$ cat src/rtl/tod_pkg.sv
package tod_pkg;
  // Register selector values decoded from the 2-bit address.
  typedef enum logic [1:0] {
    SEL_LO   = 2'd0,
    SEL_HI   = 2'd1,
    SEL_CTRL = 2'd2,
    SEL_NONE = 2'd3
  } tod_sel_e;
endpackage

$ cat src/rtl/tod_prescaler.sv
module tod_prescaler #(
  parameter int PW = 8
) (
  input  logic          clk,
  input  logic          rst,
  input  logic [PW-1:0] period,
  input  logic          restart,
  output logic          evt,
  output logic [PW-1:0] phase
);
  localparam logic [PW-1:0] ONE = PW'(1);

  logic [PW-1:0] cnt_q;
  logic          last;

  // Final tick of the current period; a zero period never reaches it.
  assign last  = (period != '0) && (cnt_q == period - ONE);
  assign evt   = last && !restart;
  assign phase = cnt_q;

  always_ff @(posedge clk) begin
    if (rst) begin
      cnt_q <= '0;
    end else if (restart || last || (period == '0)) begin
      cnt_q <= '0;
    end else begin
      cnt_q <= cnt_q + ONE;
    end
  end
endmodule

$ cat src/rtl/tod_regif.sv
module tod_regif
  import tod_pkg::*;
#(
  parameter int WW = 32,
  parameter int PW = 8,
  parameter int IW = 24
) (
  input  logic            clk,
  input  logic            rst,
  input  logic            wr,
  input  logic            rd,
  input  logic [1:0]      addr,
  input  logic [WW-1:0]   wdata,
  input  logic [2*WW-1:0] time_in,
  output logic [WW-1:0]   rdata,
  output logic [WW-1:0]   lo_buf,
  output logic [PW+IW-1:0] ctrl_word,
  output logic [PW-1:0]   period,
  output logic [IW-1:0]   incval,
  output logic            load,
  output logic            restart
);
  localparam int CW = PW + IW;

  tod_sel_e      sel;
  logic [CW-1:0] ctrl_q;
  logic [WW-1:0] shadow_q;
  logic [WW-1:0] rdata_q;
  logic [WW-1:0] lo_q;
  logic          per_chg;

  assign sel       = tod_sel_e'(addr);
  assign period    = ctrl_q[CW-1:IW];
  assign incval    = ctrl_q[IW-1:0];
  assign ctrl_word = ctrl_q;
  assign lo_buf    = lo_q;
  assign rdata     = rdata_q;

  assign load    = wr && (sel == SEL_HI);
  assign per_chg = wr && (sel == SEL_CTRL) && (wdata[CW-1:IW] != ctrl_q[CW-1:IW]);
  assign restart = load || per_chg;

  always_ff @(posedge clk) begin
    if (rst) begin
      ctrl_q   <= '0;
      lo_q     <= '0;
      shadow_q <= '0;
      rdata_q  <= '0;
    end else begin
      if (wr) begin
        case (sel)
          SEL_LO:   lo_q   <= wdata;
          SEL_CTRL: ctrl_q <= wdata[CW-1:0];
          default:  ;
        endcase
      end
      if (rd) begin
        case (sel)
          SEL_LO: begin
            rdata_q  <= time_in[WW-1:0];
            shadow_q <= time_in[2*WW-1:WW];
          end
          SEL_HI:   rdata_q <= shadow_q;
          SEL_CTRL: rdata_q <= WW'(ctrl_q);
          default:  rdata_q <= '0;
        endcase
      end
    end
  end
endmodule

$ cat src/rtl/tod_counter.sv
module tod_counter #(
  parameter int WW  = 32,
  parameter int PW  = 8,
  parameter int IW  = 24,
  parameter int AJW = 32
) (
  input  logic              clk,
  input  logic              rst,
  input  logic              bus_wr,
  input  logic              bus_rd,
  input  logic [1:0]        bus_addr,
  input  logic [WW-1:0]     bus_wdata,
  output logic [WW-1:0]     bus_rdata,
  input  logic              adj_valid,
  input  logic [AJW-1:0]    adj_delta,
  output logic [2*WW-1:0]   time_now
);
  localparam int TW = 2 * WW;

  logic [TW-1:0]    time_q;
  logic [TW-1:0]    pend_q;
  logic [TW-1:0]    adj_ext;
  logic [TW-1:0]    inc_ext;
  logic             evt;
  logic             load;
  logic             restart;
  logic [PW-1:0]    period;
  logic [PW-1:0]    phase;
  logic [IW-1:0]    incval;
  logic [WW-1:0]    lo_buf;
  logic [PW+IW-1:0] ctrl_word;

  tod_regif #(.WW(WW), .PW(PW), .IW(IW)) u_regif (
    .clk       (clk),
    .rst       (rst),
    .wr        (bus_wr),
    .rd        (bus_rd),
    .addr      (bus_addr),
    .wdata     (bus_wdata),
    .time_in   (time_q),
    .rdata     (bus_rdata),
    .lo_buf    (lo_buf),
    .ctrl_word (ctrl_word),
    .period    (period),
    .incval    (incval),
    .load      (load),
    .restart   (restart)
  );

  tod_prescaler #(.PW(PW)) u_presc (
    .clk     (clk),
    .rst     (rst),
    .period  (period),
    .restart (restart),
    .evt     (evt),
    .phase   (phase)
  );

  assign adj_ext  = {{(TW-AJW){adj_delta[AJW-1]}}, adj_delta};
  assign inc_ext  = {{(TW-IW){1'b0}}, incval};
  assign time_now = time_q;

  always_ff @(posedge clk) begin
    if (rst) begin
      time_q <= '0;
      pend_q <= '0;
    end else begin
      if (load) begin
        time_q <= {bus_wdata, lo_buf};
      end else if (evt) begin
        time_q <= time_q + inc_ext + pend_q;
      end
      // Pending correction: drained by an increment, a pulse in that cycle waits.
      if (evt) begin
        pend_q <= adj_valid ? adj_ext : '0;
      end else if (adj_valid) begin
        pend_q <= pend_q + adj_ext;
      end
    end
  end
endmodule

$ cat config.mk
export PLATFORM = sky130hd
export DESIGN_NAME = tod_counter
export DESIGN_NICKNAME = d
export VERILOG_FILES = /design/src/rtl/tod_pkg.sv /design/src/rtl/tod_prescaler.sv /design/src/rtl/tod_regif.sv /design/src/rtl/tod_counter.sv
export SDC_FILE = /design/constraint.sdc
export NUM_CORES = 1
export LEC_CHECK = 0
export BUFFER_PORTS_ARGS = -buffer_cell sky130_fd_sc_hd__buf_4
export CAP_MARGIN = 10
export CORE_MARGIN = 3
export CORE_UTILIZATION = 31
export DETAILED_ROUTE_END_ITERATION = 6
export MAX_ROUTING_LAYER = met4
export PLACE_DENSITY_LB_ADDON = 0.3
export SLEW_MARGIN = 0
export SYNTH_ARGS = -nofsm -noshare
export SYNTH_HDL_FRONTEND = slang
export SYNTH_SLANG_ARGS = --single-unit
$ cat constraint.sdc
create_clock -name clk -period 5.9 [get_ports clk]
set_input_delay 0.59 -clock clk [delete_from_list [all_inputs] [get_ports clk]]
set_output_delay 0.59 -clock clk [all_outputs]
set_load 0.01 [all_outputs]
Word level (Yosys, flattened, before mapping) --
Cells that the tools add are included.
Word-level totals: flip-flop bits (word level) 264, bits of input ports 71, output and inout bits 96, logic and storage cells 40
Cells by class: add/subtract/negate cells 5, eq/ne operators 4, mux-type cells 6, reduce and logical (&&, ||, !) cells 18
Operator list (number):
- two-way mux 64 bit | 5
- adder 64 bit | 2
- one-hot mux 32 bit (3 select lines) | 1
- adder 64 x 24 -> 64 bit | 1
- adder 8 x 1 -> 8 bit (second input constant) | 1
- == test 8 bit | 1
- logical NOT 8 bit | 1
- != test 8 bit | 1
- nonzero test 8 bit | 1
- subtractor 8 x 1 -> 8 bit (second input constant) | 1
- AND reduction 2 bit | 3
- logical AND 1 bit | 5
- nonzero test 2 bit | 2
- logical OR 1 bit | 3
- == test 2 x 1 -> 1 bit (second input constant) | 1
- == test 2 bit (second input constant) | 1
- logical NOT 2 bit | 1
- OR reduction 2 bit | 1
- logical NOT 1 bit | 1

Logic depth before layout (Yosys ltp) --
depth after elaboration 8, depth in mapped cells 17, depth with buffers taken out 17

Modules after synthesis --
From an unflattened synthesis, not the netlist that was laid out.
Second synthesis, totals: cell total of the unflattened synthesis 2560, area total of the unflattened synthesis 19941.6 µm²
By module, submodules not included:
- tod_counter | instances 1, cells each 1795, area an instance 13804.5 µm², sequential area each 2562.5 µm²
- tod_regif | instances 1, cells each 683, area an instance 5497.8 µm², sequential area each 2562.5 µm²
- tod_prescaler | instances 1, cells each 82, area an instance 639.4 µm², sequential area each 160.2 µm²

Least setup slack after synthesis --
OpenSTA, ideal clock, no wires.
path kind reg2reg, from register time_q[0], in the netlist time_now[0], to register time_q[47], in the netlist time_now[47], library setup time 0.128 ns, arrival time 3.725 ns, data required time 5.772 ns, path slack 2.047 ns, stages on the path, launching flop included 18, buffers on the path 0, clock period less this slack 3.853 ns, path through dfxtp_1 inv_1 fa_1 inv_1 ha_1 inv_1 fa_1 and2b_1 o2111ai_1 a211oi_1 o21ai_1 a21oi_2 a211oi_2 o41a_2 o21ai_2 xor2_1 a222oi_1 nor2_1
On the way: cells in the longest elaborated chain, start to end 4
Ends and longest elaborated chain:
- start, declared | line tod_counter.sv:20 | logic [TW-1:0] time_q;
- start signal, assigned | line tod_counter.sv:69 | time_q <= {bus_wdata, lo_buf};
- start signal, assigned | line tod_counter.sv:71 | time_q <= time_q + inc_ext + pend_q;
- adder 64 x 24 -> 64 bit | line tod_counter.sv:71
- adder 64 bit | line tod_counter.sv:71
- two-way mux 64 bit | line tod_counter.sv:70 | end else if (evt) begin
- two-way mux 64 bit | line tod_counter.sv:68 | if (load) begin
Every way passes these cells. The select of a mux whose other input is x is not followed. A chain may end at the register's enable or synchronous reset.

Worst setup path in the final report --
Same ends and word-level chain as after synthesis.

==> metrics.txt <==
critical path type=reg -> reg; routed len/inst=between 20 and 25 um; Commonest cells post-synth=nand2_1 (368), a21oi_1 (348), dfxtp_1 (264), nor2_1 (207), ha_1 (166); Root Buffer=clkbuf_16; crit path cell chain=inv_1 > fa_1 > inv_1 > ha_1 > inv_1 > fa_1 > and2b_1 > o2111ai_1 > a211oi_1 > o21ai_1 > a21oi_2 > a211oi_2 > o41a_2 > o21ai_2 > xor2_1 > a222oi_1 > nor2_1; Ant. Diodes=0; Yosys warnings=0; first-pass GRT wire length=approximately 110 mm; flip-flop and latch count after synthesis=264; Primary FF master, synth=dfxtp_1; TritonCTS buffer count=34; final net count=about 2.8k; area leader, netlist=dfxtp_1; pin count of the biggest net entering global routing=86; DP Area=approximately 0.021 mm2; Final period util=0.776; Max Slew Vio Count=0; endpoints failing setup=0; ANT nets after route=0; Rel. slew slack=0.360; port bufs=166; worst hold path class=in -> reg; Max FO, Critical Path=5; # fillers=6355; drt pass-1 iters=5; design area=about 0.022 mm2; crit path time final=between 4000 and 5000 ps; share of cells above drive strength 1=0.108; share of the synthesized area in the top cell type=0.276; DR vias/cell=5.63; Setup Skew=18.2 ps; Detailed Place HPWL=55.0 mm; run status=complete, no violations; slowest CP cell=o41a_2; First DRT Iteration DRCs=1478; clk_lat worst skew=550 ps; Setup TNS=0 ps; antenna violations before repair=0; Max clock buf depth=3; Setup crit end kind=register; Crit path top cell by count=inv_1; TritonCTS clock tree=yes; data arrival time of the critical path=4980 ps; GPL Wtd Cong=0.958; Syn Nets=2771; r2r startpoint=time_now[0]; post-CTS setup buffer count=0; Max Clock Freq=approximately 220 MHz; GRT Total Usage=0.223; Comb pwr share=0.269; FF-to-FF setup slack=1320 ps; vias=18.9k; critical path launch point type=register; Layout area overhead=14.9%; net switching fraction of the power=0.340; sequential share of the synthesized area=0.276; die area=0.0649 mm2; clock network power share=0.385; Pint=between 3 and 4 mW; cts repair resizes=0; RSZ-0062 raised after global routing=false; unique cell type count in the Yosys netlist=84; DRC Markers=0; Mapped Cells=2508; Psw=2.03 mW; Initial Util=0.315; Seq pwr share=0.346; dominant cells by area after synthesis=dfxtp_1 (28%), ha_1 (11%), a21oi_1 (9.1%); total power draw=5.97 mW; DIE WIDTH=255 um; pwr/cell area=271 mW/mm2; Num Clock Sinks=264; final wirelength=72.9 mm; EDFF count, synth=0; worst endpoint required time=6300 ps; vias in the first global route=roughly 18k; Placeable Area=around 0.061 mm2; VDD IR max=about 0.16 mV; Crit path largest cell delay=480 ps; Die Height=roughly 250 um; P_leak=around 9.3 nW; Hold Vio Cnt, Final=0; Boundary Pins=between 150 and 200; cell area after synthesis=roughly 0.019 mm2; most common cell in the netlist=nand2_1; hold wc startpoint=bus_wdata[20]; maxcap violations=0; Rows=90; Clock Pin Slew Worst Setup and Hold Paths=60 ps; Hold WS=309 ps; critical path startpoint=time_now[0]; worst-margin pin slew=about 960 ps; post-synthesis average cell area=7.65 um2; Post-CTS Hold Buffers=0; GRT overflow=0; ys async rst share=0; htree depth=2
==> placed cells by master (no fill, tap or decap), types with 8 or more instances in the layout <==
master and n:
buf_4 178, nor3_1 26, and3_1 17, a21oi_1 348, clkbuf_16 34, a31oi_1 14
o21bai_1 27, nor4_1 12, o22ai_1 18, a21o_1 80, nand3b_1 10, xnor2_1 63
xor2_1 61, a211oi_1 48, nand4_1 38, clkbuf_8 9, dfxtp_1 264, nor2_1 204
nand2b_1 9, a22oi_1 88, a221oi_1 12, or2_2 8, a21boi_0 8, fa_1 26
nor2b_1 9, inv_1 53, nand2_1 367, o21a_1 13, ha_1 166, mux2i_1 41
o31ai_1 10, nand3_1 42, o21ai_0 128
==> layer usage <==
metal | track usage | wire [um] | up-vias
li1 | - | - | 9087
met1 | 0.304 | 33900 | 9040
met2 | 0.350 | 32800 | 612
met3 | 0.0275 | 4250 | 114
met4 | 0.0604 | 1940 | 0
met5 | - | 0 | -
==> power groups by stage <==
| stage | logic [mW] | registers, mW | clock network, mW |
|---|---|---|---|
| 3_3_place_gp | 1.58 | 2.09 | 0 |
| 4_1_cts | 1.59 | 2.06 | 2.35 |
| 2_1_floorplan | 1.16 | 2.00 | 0 |
| 3_5_place_dp | 1.58 | 2.10 | 0 |
| 5_1_grt | 1.78 | 2.07 | 2.41 |
| 6_report | 1.61 | 2.06 | 2.30 |
==> state kept, by name, indices dropped and copies added, names as in the netlist <==
signal and cells:
pend_q 64, time_now 64, u_regif.ctrl_word 32, u_regif.lo_buf 32
u_regif.rdata 32, u_regif.shadow_q 32, u_presc.phase 8
==> area by class of cell <==
class,count,area [um2],share of cell area
clock buffer,46,976,0.0443
clock inverter,15,248,0.0112
inverter,53,199,0.00903
multi-input combinational,2009,13000,0.590
sequential,264,5290,0.240
tap,782,978,0.0444
timing repair buffer,179,1350,0.0612
==> final timing paths <==
kind | end | cells after the start
hold / removal | u_regif.ctrl_word[20] | 3
hold reg to reg | u_regif.lo_buf[2] | 2
setup reg to reg | time_now[47] | 17
setup / recovery | time_now[47] | 17
==> cell families after synthesis <==
family / Yosys count / synth area share
flip-flops: 264 / 0.276
AO/OA/AOI/OAI: 868 / 0.283
XOR/XNOR: 124 / 0.0566
AND/OR/NAND/NOR: 784 / 0.180
multiplexers: 41 / 0.0214
adder cells (fa/ha/maj): 192 / 0.135
buffers and inverters: 235 / 0.0481
==> per-stage QoR <==
stage | cells | worst slack, ps | util
floorplan | 2508 | 2050 | -
global placement | 3287 | 1490 | 0.342
detailed placement | 3287 | 1350 | 0.342
CTS | 3348 | 1330 | 0.362
global route | 3348 | 1040 | 0.362
finish | 3348 | 1320 | 0.362
==> critical path: cells and delay by family (launching register included) <==
family / cells / cell delay [ps]
XOR/XNOR: 1 / 130
buffers and inverters: 3 / 240
flip-flops: 1 / 370
AND/OR/NAND/NOR: 2 / 310
adder cells (fa/ha/maj): 3 / 1060
AO/OA/AOI/OAI: 8 / 2310
No activity file was read; power rests on OpenSTA's default activity.
